**src/rtl/txfq_pkg.sv**
```systemverilog
package txfq_pkg;

    parameter int SIZE_W = 3;
    parameter int CHAN_W = 2;

    typedef struct packed {
        logic [CHAN_W-1:0] chan;
        logic [SIZE_W-1:0] size;
    } hdr_t;

    localparam int HDR_W = $bits(hdr_t);

    typedef enum logic {
        L_IDLE,
        L_LOAD
    } load_state_t;

    typedef enum logic [1:0] {
        S_IDLE,
        S_HDR,
        S_PAY
    } send_state_t;

endpackage

```
**src/rtl/txfq_fifo.sv**
```systemverilog
module txfq_fifo #(
    parameter int WIDTH = 8,
    parameter int DEPTH = 4,
    localparam int AW = (DEPTH > 1) ? $clog2(DEPTH) : 1,
    localparam int CW = $clog2(DEPTH + 1)
) (
    input  logic             clk,
    input  logic             rst_n,
    input  logic             push,
    input  logic [WIDTH-1:0] wdata,
    input  logic             pop,
    output logic [WIDTH-1:0] rdata,
    output logic [CW-1:0]    count
);

    logic [WIDTH-1:0] mem [DEPTH];
    logic [AW-1:0]    wr_ptr;
    logic [AW-1:0]    rd_ptr;

    function automatic logic [AW-1:0] bump(input logic [AW-1:0] p);
        return (p == AW'(DEPTH - 1)) ? '0 : p + 1'b1;
    endfunction

    always_ff @(posedge clk) begin
        if (push) begin
            mem[wr_ptr] <= wdata;
        end
    end

    always_ff @(posedge clk) begin
        if (!rst_n) begin
            wr_ptr <= '0;
            rd_ptr <= '0;
            count  <= '0;
        end else begin
            if (push) wr_ptr <= bump(wr_ptr);
            if (pop)  rd_ptr <= bump(rd_ptr);
            unique case ({push, pop})
                2'b10:   count <= count + 1'b1;
                2'b01:   count <= count - 1'b1;
                default: count <= count;
            endcase
        end
    end

    assign rdata = mem[rd_ptr];

endmodule

```
**src/rtl/txfq_loader.sv**
```systemverilog
module txfq_loader
    import txfq_pkg::*;
#(
    parameter int DATA_W     = 32,
    parameter int HDR_DEPTH  = 4,
    parameter int DATA_DEPTH = 32,
    localparam int HCW = $clog2(HDR_DEPTH + 1),
    localparam int DCW = $clog2(DATA_DEPTH + 1)
) (
    input  logic              clk,
    input  logic              rst_n,
    input  logic              start,
    input  logic [SIZE_W-1:0] size,
    input  logic [CHAN_W-1:0] chan,
    input  logic              word_valid,
    input  logic [DATA_W-1:0] word,
    input  logic [HCW-1:0]    hdr_count,
    input  logic [DCW-1:0]    data_count,
    output logic              loading,
    output logic              data_push,
    output logic [DATA_W-1:0] data_wdata,
    output logic              hdr_push,
    output hdr_t              hdr_wdata,
    output logic              reject
);

    load_state_t       state;
    load_state_t       state_nx;
    hdr_t              hdr_q;
    logic [SIZE_W-1:0] beat_q;
    logic              fits;
    logic              final_word;
    logic [31:0]       free_words;
    logic [31:0]       need_words;

    always_comb begin
        free_words = 32'(DATA_DEPTH) - 32'(data_count);
        need_words = 32'(size) + 32'd1;
        fits       = (hdr_count < HCW'(HDR_DEPTH)) && (need_words <= free_words);
        final_word = word_valid && (beat_q == hdr_q.size);
    end

    always_comb begin
        state_nx = state;
        unique case (state)
            L_IDLE: if (start && fits) state_nx = L_LOAD;
            L_LOAD: if (final_word)    state_nx = L_IDLE;
            default:                   state_nx = L_IDLE;
        endcase
    end

    always_ff @(posedge clk) begin
        if (!rst_n) begin
            state  <= L_IDLE;
            hdr_q  <= '0;
            beat_q <= '0;
        end else begin
            state <= state_nx;
            if (state == L_IDLE && start && fits) begin
                hdr_q  <= '{chan: chan, size: size};
                beat_q <= '0;
            end else if (state == L_LOAD && word_valid) begin
                beat_q <= beat_q + 1'b1;
            end
        end
    end

    always_comb begin
        loading    = 1'b0;
        data_push  = 1'b0;
        hdr_push   = 1'b0;
        reject     = 1'b0;
        data_wdata = word;
        hdr_wdata  = hdr_q;
        unique case (state)
            L_IDLE: begin
                reject = start && !fits;
            end
            L_LOAD: begin
                loading   = 1'b1;
                data_push = word_valid;
                hdr_push  = final_word;
            end
            default: begin
                loading = 1'b0;
            end
        endcase
    end

endmodule

```
**src/rtl/txfq_sender.sv**
```systemverilog
module txfq_sender
    import txfq_pkg::*;
#(
    parameter int DATA_W    = 32,
    parameter int HDR_DEPTH = 4,
    localparam int HCW = $clog2(HDR_DEPTH + 1)
) (
    input  logic              clk,
    input  logic              rst_n,
    input  logic              run,
    input  logic              gnt,
    input  logic [HCW-1:0]    frame_cnt,
    input  hdr_t              hdr,
    input  logic [DATA_W-1:0] data,
    output logic              req,
    output logic              out_valid,
    output logic              out_hdr,
    output logic              out_last,
    output logic [DATA_W-1:0] out_data,
    output logic              data_pop,
    output logic              hdr_pop,
    output logic              done_set
);

    send_state_t       state;
    send_state_t       state_nx;
    logic [SIZE_W-1:0] beat_q;
    logic              last_beat;
    logic              chain;

    always_comb begin
        last_beat = (state == S_PAY) && (beat_q == hdr.size);
        chain     = gnt && run && (frame_cnt > HCW'(1));
    end

    always_comb begin
        state_nx = state;
        unique case (state)
            S_IDLE: if (req && gnt) state_nx = S_HDR;
            S_HDR:  state_nx = S_PAY;
            S_PAY:  if (last_beat)  state_nx = chain ? S_HDR : S_IDLE;
            default: state_nx = S_IDLE;
        endcase
    end

    always_ff @(posedge clk) begin
        if (!rst_n) begin
            state  <= S_IDLE;
            beat_q <= '0;
        end else begin
            state <= state_nx;
            if (state == S_HDR) begin
                beat_q <= '0;
            end else if (state == S_PAY) begin
                beat_q <= beat_q + 1'b1;
            end
        end
    end

    always_comb begin
        req       = run && (frame_cnt != '0);
        out_valid = 1'b0;
        out_hdr   = 1'b0;
        out_last  = 1'b0;
        out_data  = '0;
        data_pop  = 1'b0;
        hdr_pop   = 1'b0;
        done_set  = 1'b0;
        unique case (state)
            S_IDLE: begin
                out_valid = 1'b0;
            end
            S_HDR: begin
                out_valid = 1'b1;
                out_hdr   = 1'b1;
                out_data  = DATA_W'(hdr);
            end
            S_PAY: begin
                out_valid = 1'b1;
                out_data  = data;
                data_pop  = 1'b1;
                out_last  = last_beat;
                hdr_pop   = last_beat;
                done_set  = last_beat;
            end
            default: begin
                out_valid = 1'b0;
            end
        endcase
    end

endmodule

```
**src/rtl/txframe_queue.sv**
```systemverilog
module txframe_queue
    import txfq_pkg::*;
#(
    parameter int DATA_W     = 32,
    parameter int HDR_DEPTH  = 4,
    parameter int DATA_DEPTH = 32,
    localparam int HCW = $clog2(HDR_DEPTH + 1),
    localparam int DCW = $clog2(DATA_DEPTH + 1)
) (
    input  logic              clk,
    input  logic              rst_n,
    input  logic              en_data,
    input  logic              en_tx,
    input  logic              en_path,
    input  logic              in_start,
    input  logic [SIZE_W-1:0] in_size,
    input  logic [CHAN_W-1:0] in_chan,
    input  logic              in_word_valid,
    input  logic [DATA_W-1:0] in_word,
    output logic              in_loading,
    output logic              arb_req,
    input  logic              arb_gnt,
    output logic              out_valid,
    output logic              out_hdr,
    output logic              out_last,
    output logic [DATA_W-1:0] out_data,
    output logic [HCW-1:0]    frame_cnt,
    input  logic              done_clr,
    output logic              tx_done,
    input  logic              err_clr,
    output logic              push_err
);

    logic              run;
    logic              ld_data_push;
    logic [DATA_W-1:0] ld_data_wdata;
    logic              ld_hdr_push;
    hdr_t              ld_hdr_wdata;
    logic              ld_reject;
    logic              sd_data_pop;
    logic              sd_hdr_pop;
    logic              sd_done_set;
    logic [HDR_W-1:0]  hq_rdata;
    logic [DATA_W-1:0] dq_rdata;
    logic [DCW-1:0]    dq_count;

    assign run = en_data && en_tx && en_path;

    txfq_fifo #(
        .WIDTH (HDR_W),
        .DEPTH (HDR_DEPTH)
    ) u_hdr_fifo (
        .clk   (clk),
        .rst_n (rst_n),
        .push  (ld_hdr_push),
        .wdata (ld_hdr_wdata),
        .pop   (sd_hdr_pop),
        .rdata (hq_rdata),
        .count (frame_cnt)
    );

    txfq_fifo #(
        .WIDTH (DATA_W),
        .DEPTH (DATA_DEPTH)
    ) u_data_fifo (
        .clk   (clk),
        .rst_n (rst_n),
        .push  (ld_data_push),
        .wdata (ld_data_wdata),
        .pop   (sd_data_pop),
        .rdata (dq_rdata),
        .count (dq_count)
    );

    txfq_loader #(
        .DATA_W     (DATA_W),
        .HDR_DEPTH  (HDR_DEPTH),
        .DATA_DEPTH (DATA_DEPTH)
    ) u_loader (
        .clk        (clk),
        .rst_n      (rst_n),
        .start      (in_start),
        .size       (in_size),
        .chan       (in_chan),
        .word_valid (in_word_valid),
        .word       (in_word),
        .hdr_count  (frame_cnt),
        .data_count (dq_count),
        .loading    (in_loading),
        .data_push  (ld_data_push),
        .data_wdata (ld_data_wdata),
        .hdr_push   (ld_hdr_push),
        .hdr_wdata  (ld_hdr_wdata),
        .reject     (ld_reject)
    );

    txfq_sender #(
        .DATA_W    (DATA_W),
        .HDR_DEPTH (HDR_DEPTH)
    ) u_sender (
        .clk       (clk),
        .rst_n     (rst_n),
        .run       (run),
        .gnt       (arb_gnt),
        .frame_cnt (frame_cnt),
        .hdr       (hdr_t'(hq_rdata)),
        .data      (dq_rdata),
        .req       (arb_req),
        .out_valid (out_valid),
        .out_hdr   (out_hdr),
        .out_last  (out_last),
        .out_data  (out_data),
        .data_pop  (sd_data_pop),
        .hdr_pop   (sd_hdr_pop),
        .done_set  (sd_done_set)
    );

    always_ff @(posedge clk) begin
        if (!rst_n) begin
            tx_done  <= 1'b0;
            push_err <= 1'b0;
        end else begin
            tx_done  <= sd_done_set || (tx_done && !done_clr);
            push_err <= ld_reject || (push_err && !err_clr);
        end
    end

endmodule

```
**config.mk**
```make
export PLATFORM = sky130hd
export DESIGN_NAME = txframe_queue
export DESIGN_NICKNAME = d
export VERILOG_FILES = /design/src/rtl/txfq_pkg.sv /design/src/rtl/txfq_fifo.sv /design/src/rtl/txfq_loader.sv /design/src/rtl/txfq_sender.sv /design/src/rtl/txframe_queue.sv
export SDC_FILE = /design/constraint.sdc
export NUM_CORES = 1
export LEC_CHECK = 0
export BUFFER_PORTS_ARGS = -buffer_cell sky130_fd_sc_hd__buf_2
export CORE_MARGIN = 2
export CORE_UTILIZATION = 40
export DETAILED_ROUTE_END_ITERATION = 12
export PLACE_DENSITY = 0.51
export SLEW_MARGIN = 5
export SYNTH_ARGS = -nofsm -noshare
export SYNTH_HDL_FRONTEND = slang
export SYNTH_SLANG_ARGS = --single-unit
```
**constraint.sdc**
```tcl
create_clock -name clk -period 6.6 [get_ports clk]
set_input_delay 0.99 -clock clk [delete_from_list [all_inputs] [get_ports clk]]
set_output_delay 0.99 -clock clk [all_outputs]
set_load 0.01 [all_outputs]
```
==> impl_metrics.json, run 1 <==
{
  "place_ws_ns": 2.257,
  "via_per_inst": 5.589,
  "grt_setup_unrepaired": "no",
  "critical_path_required_ns": 5.61,
  "hold_viol": 0,
  "num_rows": 119,
  "antenna_found_initial": 16,
  "fin_total_pwr_mw": 13.97,
  "final.setup_skew_ns": 0.01438,
  "crit_type": "register to primary output",
  "drive_gt1_share_pct": 29.79,
  "cts.sinks": 1090,
  "wl_per_cell_microns": 29.29,
  "post-route-period-util_pct": 74.82,
  "dp.final_hpwl_microns": 56370,
  "nets": 2149,
  "final.min_clock_period_ns": 4.938,
  "die_w_microns": 329.6,
  "final_common_cell": "edfxtp_1",
  "fmax_ghz": 0.2025,
  "cts.htree.levels": 3,
  "setup_viol": 0,
  "synth_seq_area_share_pct": 76.12,
  "r2r_setup_slack_ns": 3.28,
  "cts-root-buf": "clkbuf_16",
  "syn_inst": 1903,
  "ant_nets": 0,
  "synth_flop_cell": "edfxtp_1",
  "final_cell_mix": "edfxtp_1, mux4_2, clkbuf_16",
  "cts_made_buffers": 112,
  "vias": 19814,
  "worst_hold_slack_ns": 0.4851,
  "yosys_register_bits": 1090,
  "critPathCaptureType": "primary output",
  "core_area_sq_um": 105300,
  "avgSynthCellArea_sq_um": 22.28,
  "grt_pass1_vias": 20843,
  "cts-resized-gates": 0,
  "hold_path.class": "register to register",
  "gp_congestion": 0.7326,
  "grt_overflow": 0,
  "drtIter0Drc": 1873,
  "grt_usage_pct": 19.33,
  "postSynthNetCount": 1985,
  "fin_setup_tns_ns": 0,
  "syn_to_final_growth_pct": 13.79,
  "post_cts_buffers": 0,
  "cts_tree": "built",
  "status": "finished, final reports clean",
  "ir_worst_vdd_uv": 189.2,
  "drcViolationCount": 0,
  "synth-edff-count": 1044,
  "start_kind": "register",
  "num-fill-cells": 8734,
  "syn_area_sq_um": 42390,
  "yosys_warnings": 0,
  "p_leak_nw": 14.91,
  "synth.distinct_cells": 53,
  "hold_buffers": 0,
  "clk_path_buf_depth": 3,
  "worst_pin_slew_ns": 1.120,
  "drt_first_pass_iters": 5,
  "power_density_nw_per_um2": 289.6,
  "final_core_util_pct": 45.83,
  "slew_headroom_pct": 25.31,
  "dieArea_sq_um": 108600,
  "timing.final.ws_setup_ns": 1.662,
  "grt_max_degree": 54,
  "io_buffers": 88,
  "synthArstFlopShare_pct": 0,
  "clk_latency_ns": 0.68,
  "clk_pin_slew_ns": 0.06,
  "cp.arrival_ns": 3.95,
  "drt-total-wl_microns": 103800,
  "grt_pass1_wl_microns": 149300,
  "io_pins": 89,
  "drv_slew": 0,
  "start_util_pct": 40.27,
  "fp.dieH_microns": 329.6,
  "drv_cap": 0,
  "path_max_fanout": 45
}
## layer usage
metal / GRT usage [%] / vias up / part of all wire, %
met1: 26.91 / 10795 / 43
met2: 32.18 / 570 / 50
li1: - / 8278 / -
met4: 4.496 / 8 / 2.3
met5: 0 / - / 0.049
met3: 3.083 / 163 / 5.0
## power breakdown
group          switching, mW  internal [mW]  leakage (nW)
registers             0.0235           7.60          9.77
clock network           2.53           3.44          1.67
logic                  0.231          0.141          3.47
## worst max-delay path, stage by stage (launching register included)
cell and delay [ns]:
dfxtp_4 0.99, buf_4 0.57, mux4_2 0.56, mux4_2 0.47, inv_1 0.07, o22ai_1 0.22, buf_2 0.29
## Yosys cell counts (all sizes together), types with 4 or more instances
| library cell | number | area, sq um |
|---|---|---|
| clkbuf | 44 | 165.2 |
| nor2 | 44 | 165.2 |
| nand3 | 9 | 45.04 |
| nand3b | 4 | 30.03 |
| and2 | 16 | 100.1 |
| buf | 48 | 314.0 |
| a32o | 4 | 40.04 |
| nor3 | 5 | 30.03 |
| edfxtp | 1044 | 31350 |
| ha | 34 | 425.4 |
| and3 | 4 | 25.02 |
| inv | 73 | 274.0 |
| a22oi | 15 | 117.6 |
| dfxtp | 46 | 920.9 |
| nand2 | 46 | 172.7 |
| a21oi | 15 | 75.07 |
| nor3b | 5 | 42.54 |
| a21boi | 7 | 52.55 |
| or3 | 4 | 25.02 |
| mux2i | 14 | 140.1 |
| nor2b | 12 | 75.07 |
| o22ai | 30 | 187.7 |
| o21ai | 15 | 75.07 |
| xnor2 | 10 | 87.58 |
| xor2 | 11 | 96.34 |
| mux4 | 315 | 7113 |
## final timing paths
path / start / end / cells past startpoint
min: push_err$_SDFF_PN0_ / push_err$_SDFF_PN0_ / 2
max: register / out_data[31] / 6
max reg2reg: u_loader.state$_SDFF_PN0_ / u_data_fifo.mem[26][14]$_DFFE_PP_ / 4
min reg2reg: push_err$_SDFF_PN0_ / push_err$_SDFF_PN0_ / 2
## stage by stage
step	area [sq um]	std cells
2_1_floorplan	42390	1903
3_3_place_gp	44810	3344
3_5_place_dp	44810	3344
4_1_cts	48240	3543
5_1_grt	48240	3544
6_report	48240	3545
## logic make-up after synthesis
kind of cell             Yosys count  share of synthesized area, %
multiplexers                     329                         17.11
buffers and inverters            166                         1.786
flip-flops                      1090                         76.12
AO/OA/AOI/OAI                     99                         1.541
adder cells (fa/ha/maj)           35                         1.051
AND/OR/NAND/NOR                  163                         1.960
XOR/XNOR                          21                        0.4338
## area by class of cell
| type | count | area, sq um | share of cell area, % |
|---|---|---|---|
| antenna | 2 | 5.005 | 0.01037 |
| clock buffer | 146 | 2994 | 6.206 |
| clock inverter | 53 | 431.7 | 0.8948 |
| inverter | 74 | 277.8 | 0.5758 |
| multi-input combinational | 647 | 9612 | 19.92 |
| sequential | 1090 | 32290 | 66.92 |
| tap | 1391 | 1740 | 3.608 |
| timing repair buffer | 142 | 895.9 | 1.857 |
## state kept, by name, summed over array words and instances (netlist names), named ones only
signal / cells
u_loader.state: 1
u_data_fifo.mem: 1024
u_data_fifo.count: 6
u_hdr_fifo.mem: 20
u_loader.beat_q: 3
u_hdr_fifo.rd_ptr: 2
u_data_fifo.wr_ptr: 5
tx_done: 1
u_hdr_fifo.count: 3
push_err: 1
u_loader.hdr_wdata: 5
u_data_fifo.rd_ptr: 5
u_sender.beat_q: 3
u_sender.state: 2
u_hdr_fifo.wr_ptr: 2
Power figures use the tool's default switching activity.
==> run 2: changes to the inputs <==
==> constraint.sdc (replaced) <==
create_clock -name clk -period 4.83 [get_ports clk]
set_input_delay 0.7245 -clock clk [delete_from_list [all_inputs] [get_ports clk]]
set_output_delay 0.7245 -clock clk [all_outputs]
set_load 0.01 [all_outputs]
==> run 2 against run 1 <==
Effect of this change:
- cell count increased by 0.56%
- global-route usage is 0.34 points higher
- clock skew is 0.0047 ns higher
- combinational power up 40%
- critical path depth unchanged
- routed wire length up 1.6%
- non-clock buffer count rose by 8
- power up 38%
- core utilization rose by 0.34 points
- sequential power increased by 36%
- cell area is 0.74% higher
- largest power group unchanged
==> impl_metrics.json, run 2 (same netlist as run 1, synthesis figures left out) <==
{
  "final.setup_skew_ns": 0.01912,
  "fin_total_pwr_mw": 19.27,
  "place_inst": 3352,
  "hold_buffers": 0,
  "finalNonFillerCells": 3565,
  "hold_viol": 0,
  "syn_to_final_growth_pct": 14.64,
  "grt_pass1_wl_microns": 150900,
  "min_to": "push_err$_SDFF_PN0_",
  "slew_headroom_pct": 35.08,
  "drt_first_pass_iters": 5,
  "largest_reg_flops": 1024,
  "grt_overflow": 0,
  "largest-register": "u_data_fifo.mem",
  "p_seq_share_pct": 54.1,
  "critPathCaptureType": "primary output",
  "clk_path_buf_depth": 3,
  "p_leak_nw": 15.05,
  "critical_path_required_ns": 4.11,
  "p_int_mw": 15.32,
  "cts-root-buf": "clkbuf_16",
  "io_buffers": 88,
  "timing.final.ws_setup_ns": 0.6051,
  "post-route-period-util_pct": 87.47,
  "path_max_fanout": 26,
  "clkPwrFrac_pct": 43.2,
  "drv_slew": 0,
  "io_pins": 89,
  "combPwrFrac_pct": 2.7,
  "r2r_end": "u_data_fifo.count[5]$_SDFFE_PN0P_",
  "setup_viol": 0,
  "worst_pin_slew_ns": 0.9738,
  "status": "finished, final reports clean",
  "grt_max_degree": 90,
  "drtIter0Drc": 1972,
  "grt_usage_pct": 19.67,
  "post_cts_buffers": 0,
  "cts-resized-gates": 0,
  "drcViolationCount": 0,
  "fin_setup_tns_ns": 0,
  "core_area_sq_um": 105300,
  "ant_nets": 0,
  "final_common_cell": "edfxtp_1",
  "drv_cap": 0,
  "dieArea_sq_um": 108600,
  "final_core_util_pct": 46.17,
  "ir_worst_vdd_uv": 283.2,
  "crit_type": "register to primary output",
  "place_ws_ns": 1.190,
  "wl_per_cell_microns": 29.60,
  "cts_tree": "built",
  "start_kind": "register",
  "final_cell_mix": "edfxtp_1, mux4_2, clkbuf_16",
  "r2r_setup_slack_ns": 1.56,
  "die_w_microns": 329.6,
  "clk_pin_slew_ns": 0.06,
  "grt_pass1_vias": 20776,
  "power_density_nw_per_um2": 396.4,
  "nets": 2158,
  "hold_start": "err_clr",
  "r2r_cells": 9,
  "reg_top3": "u_data_fifo.mem x1024, u_hdr_fifo.mem x20, u_data_fifo.count x6",
  "antenna_found_initial": 13,
  "fp.dieH_microns": 329.6,
  "drt-total-wl_microns": 105500,
  "hold_path.class": "input pin to register",
  "hold_depth": 2,
  "drive_gt1_share_pct": 30.65,
  "cp.arrival_ns": 3.50,
  "fmax_ghz": 0.2367,
  "start_util_pct": 40.27,
  "cts.sinks": 1090,
  "r2r-start": "u_loader.state$_SDFF_PN0_",
  "via_per_inst": 5.576,
  "cts_made_buffers": 113,
  "vias": 19878,
  "switching_share_pct": 20.50,
  "clk_latency_ns": 0.69,
  "cts.htree.levels": 3,
  "grt_setup_unrepaired": "no",
  "final.min_clock_period_ns": 4.225,
  "num_rows": 119,
  "dp.final_hpwl_microns": 58980,
  "gp_congestion": 0.7594,
  "p_switching_mw": 3.950
}
## run 2: cell count changes in the layout (fill, tap and decap cells not counted), sizes merged
cell / previous run / this run
buf: 142 / 150
clkbuf: 146 / 140
diode: 2 / 1
clkinv: 42 / 57
clkinvlp: 2 / 6
## run 2: through the flow
step	hold WS, ns	instance area [sq um]
after floorplan	0.4600	42390
after global placement	0.4642	45060
after detailed placement	0.4754	45060
after CTS	0.1684	48600
after global routing	0.1906	48600
final	0.2103	48600
## run 2: worst max-delay path: stages (launching register included)
cell     delay [ns]
dfxtp_4        0.79
buf_4          0.45
mux4_2         0.56
mux4_2         0.48
inv_1          0.07
o22ai_1        0.17
buf_2          0.26
## run 2: power groups by stage
| stage | sequential, mW | combinational [mW] | clock (mW) |
|---|---|---|---|
| 6_report | 10.4 | 0.519 | 8.33 |
| 5_1_grt | 10.4 | 0.573 | 8.87 |
| 4_1_cts | 10.4 | 0.530 | 8.51 |
| 3_5_place_dp | 10.6 | 0.530 | 0 |
| 3_3_place_gp | 10.6 | 0.509 | 0 |
| 2_1_floorplan | 10.6 | 0.289 | 0 |
## run 2: metal layers
layer	wire length, microns	global-route usage (%)	share of wire [%]
met1	45070	26.81	43
met4	2269	4.536	2.2
met5	46	0	0.044
met3	5029	3.378	4.8
met2	53100	33.21	50
## run 2: final cells by class
cell class	instances	area (sq um)
Antenna cell	1	2.502
Fill cell	8699	56670
Clock inverter	72	568.0
Multi-Input combinational cell	647	9612
Inverter	74	277.8
Sequential cell	1090	32290
Clock buffer	140	2972
Tap cell	1391	1740
Timing Repair Buffer	150	1144
## run 2: worst max path at each step
stage	endpoint	slack, ns	cells after the start
after global routing	out_data[1]	0.44	6
final	out_data[10]	0.61	6
after CTS	out_data[19]	0.51	6
after global placement	u_data_fifo.count[5]$_SDFFE_PN0P_	1.20	10
after detailed placement	u_data_fifo.count[5]$_SDFFE_PN0P_	1.19	10
after floorplan	u_data_fifo.mem[31][0]$_DFFE_PP_	1.64	4
==> run 3: changes to the inputs <==
--- a/config.mk
+++ b/config.mk
@@ -9,8 +9,8 @@
 export CORE_MARGIN = 2
 export CORE_UTILIZATION = 40
 export DETAILED_ROUTE_END_ITERATION = 12
-export PLACE_DENSITY = 0.51
 export SLEW_MARGIN = 5
 export SYNTH_ARGS = -nofsm -noshare
 export SYNTH_HDL_FRONTEND = slang
 export SYNTH_SLANG_ARGS = --single-unit
+export TNS_END_PERCENT = 10
==> run 3 against run 2 <==
Effect of this change:
- core utilization grew 0.12 points
- non-clock buffer count shrank 19
- combinational power increased by 2%
- highest routed layer unchanged
==> impl_metrics.json, run 3 (same netlist as run 1, synthesis figures left out) <==
{
  "status": "finished, final reports clean",
  "die_w_microns": 329.6,
  "cp.arrival_ns": 3.51,
  "r2r_setup_slack_ns": 1.70,
  "drv_slew": 0,
  "antenna_found_initial": 8,
  "clk_latency_ns": 0.70,
  "drt_first_pass_iters": 7,
  "combPwrFrac_pct": 2.7,
  "final_cell_mix": "edfxtp_1, mux4_2, clkbuf_16",
  "wl_per_cell_microns": 28.02,
  "p_int_mw": 15.63,
  "p_seq_share_pct": 53.2,
  "cts.sinks": 1090,
  "critPathCaptureType": "primary output",
  "drcViolationCount": 0,
  "dieArea_sq_um": 108600,
  "vias": 19815,
  "clk_path_buf_depth": 3,
  "post-route-period-util_pct": 87.65,
  "nets": 2134,
  "critical_path_required_ns": 4.11,
  "hold_buffers": 0,
  "drv_cap": 0,
  "route.met2.wl_microns": 48360,
  "post_cts_buffers": 0,
  "grt_overflow": 0,
  "cts_tree": "built",
  "grt_usage_pct": 18.44,
  "clkPwrFrac_pct": 44.1,
  "reg_top3": "u_data_fifo.mem x1024, u_hdr_fifo.mem x20, u_data_fifo.count x6",
  "syn_to_final_growth_pct": 14.93,
  "cts_made_buffers": 108,
  "io_buffers": 88,
  "routed-wl-met3_microns": 6235,
  "grt_max_degree": 81,
  "largest_reg_flops": 1024,
  "final_common_cell": "edfxtp_1",
  "fin_setup_tns_ns": 0,
  "final.min_clock_period_ns": 4.234,
  "via_per_inst": 5.601,
  "cts-resized-gates": 0,
  "worst_pin_slew_ns": 1.301,
  "grt_setup_unrepaired": "no",
  "core_area_sq_um": 105300,
  "start_util_pct": 40.27,
  "start_kind": "register",
  "p_switching_mw": 3.962,
  "fp.dieH_microns": 329.6,
  "fmax_ghz": 0.2362,
  "drtIter0Drc": 2117,
  "diodes": 0,
  "hold_viol": 0,
  "p_leak_nw": 15.06,
  "ir_worst_vdd_uv": 365.9,
  "gp_congestion": 0.7947,
  "slew_headroom_pct": 13.04,
  "grt_pass1_wl_microns": 144000,
  "clk_pin_slew_ns": 0.06,
  "finalNonFillerCells": 3538,
  "wirelength_met1_microns": 41530,
  "largest-register": "u_data_fifo.mem",
  "path_max_fanout": 42,
  "final.setup_skew_ns": 0.03556,
  "hold_path.class": "input pin to register",
  "dp.final_hpwl_microns": 58690,
  "num_rows": 119,
  "drive_gt1_share_pct": 30.27,
  "fin_total_pwr_mw": 19.59,
  "drt-total-wl_microns": 99140,
  "switching_share_pct": 20.22,
  "io_pins": 89,
  "cts.htree.levels": 3,
  "setup_viol": 0,
  "power_density_nw_per_um2": 402.1,
  "cts-root-buf": "clkbuf_16",
  "crit_type": "register to primary output",
  "ant_nets": 0,
  "grt_pass1_vias": 20663,
  "place_inst": 3330,
  "routed.top_layer": "met5"
}
## run 3: worst paths after layout
check | start | endpoint | cells past startpoint
min | err_clr | push_err$_SDFF_PN0_ | 2
max reg2reg | u_loader.state$_SDFF_PN0_ | u_data_fifo.mem[19][6]$_DFFE_PP_ | 4
min reg2reg | push_err$_SDFF_PN0_ | push_err$_SDFF_PN0_ | 2
max | register | out_data[19] | 7
## run 3: area by class of cell
class                   instances  area [sq um]
repair buffers                131          1116
well taps                    1391          1740
inverters                      74         277.8
multi-input cells             647          9612
flip-flops and latches       1090         32290
clock buffers                 122          2765
fillers                      8569         56540
clock inverters                83         928.4
## run 3: metrics by stage
stage	setup slack (ns)	hold WS (ns)	utilization, %	instance area (sq um)
6_report	0.5964	0.2315	46.29	48730
5_1_grt	0.4406	0.2045	46.29	48730
4_1_cts	0.5435	0.1918	46.22	48650
3_5_place_dp	1.300	0.4780	42.71	44960
3_3_place_gp	1.297	0.4620	42.67	44920
2_1_floorplan	1.643	0.4600	-	42390
## run 3: per-layer routing
| metal | vias to the layer above | track usage [%] |
|---|---|---|
| li1 | 8261 | - |
| met1 | 10695 | 25.15 |
| met2 | 683 | 29.88 |
| met3 | 168 | 3.908 |
| met4 | 8 | 5.761 |
| met5 | - | 0 |
## run 3: critical path: stages, from the launching register on
cell and delay [ns]:
dfxtp_4 0.40, buf_12 0.33, buf_4 0.40, mux4_2 0.55, mux4_2 0.54, inv_1 0.13, o22ai_1 0.16, buf_2 0.24
## run 3: power groups by stage
| stage | logic, mW | clock network (mW) | registers, mW |
|---|---|---|---|
| 6_report | 0.530 | 8.65 | 10.4 |
| 5_1_grt | 0.580 | 9.16 | 10.4 |
| 4_1_cts | 0.539 | 8.79 | 10.4 |
| 3_5_place_dp | 0.538 | 0 | 10.6 |
| 3_3_place_gp | 0.516 | 0 | 10.6 |
| 2_1_floorplan | 0.289 | 0 | 10.6 |
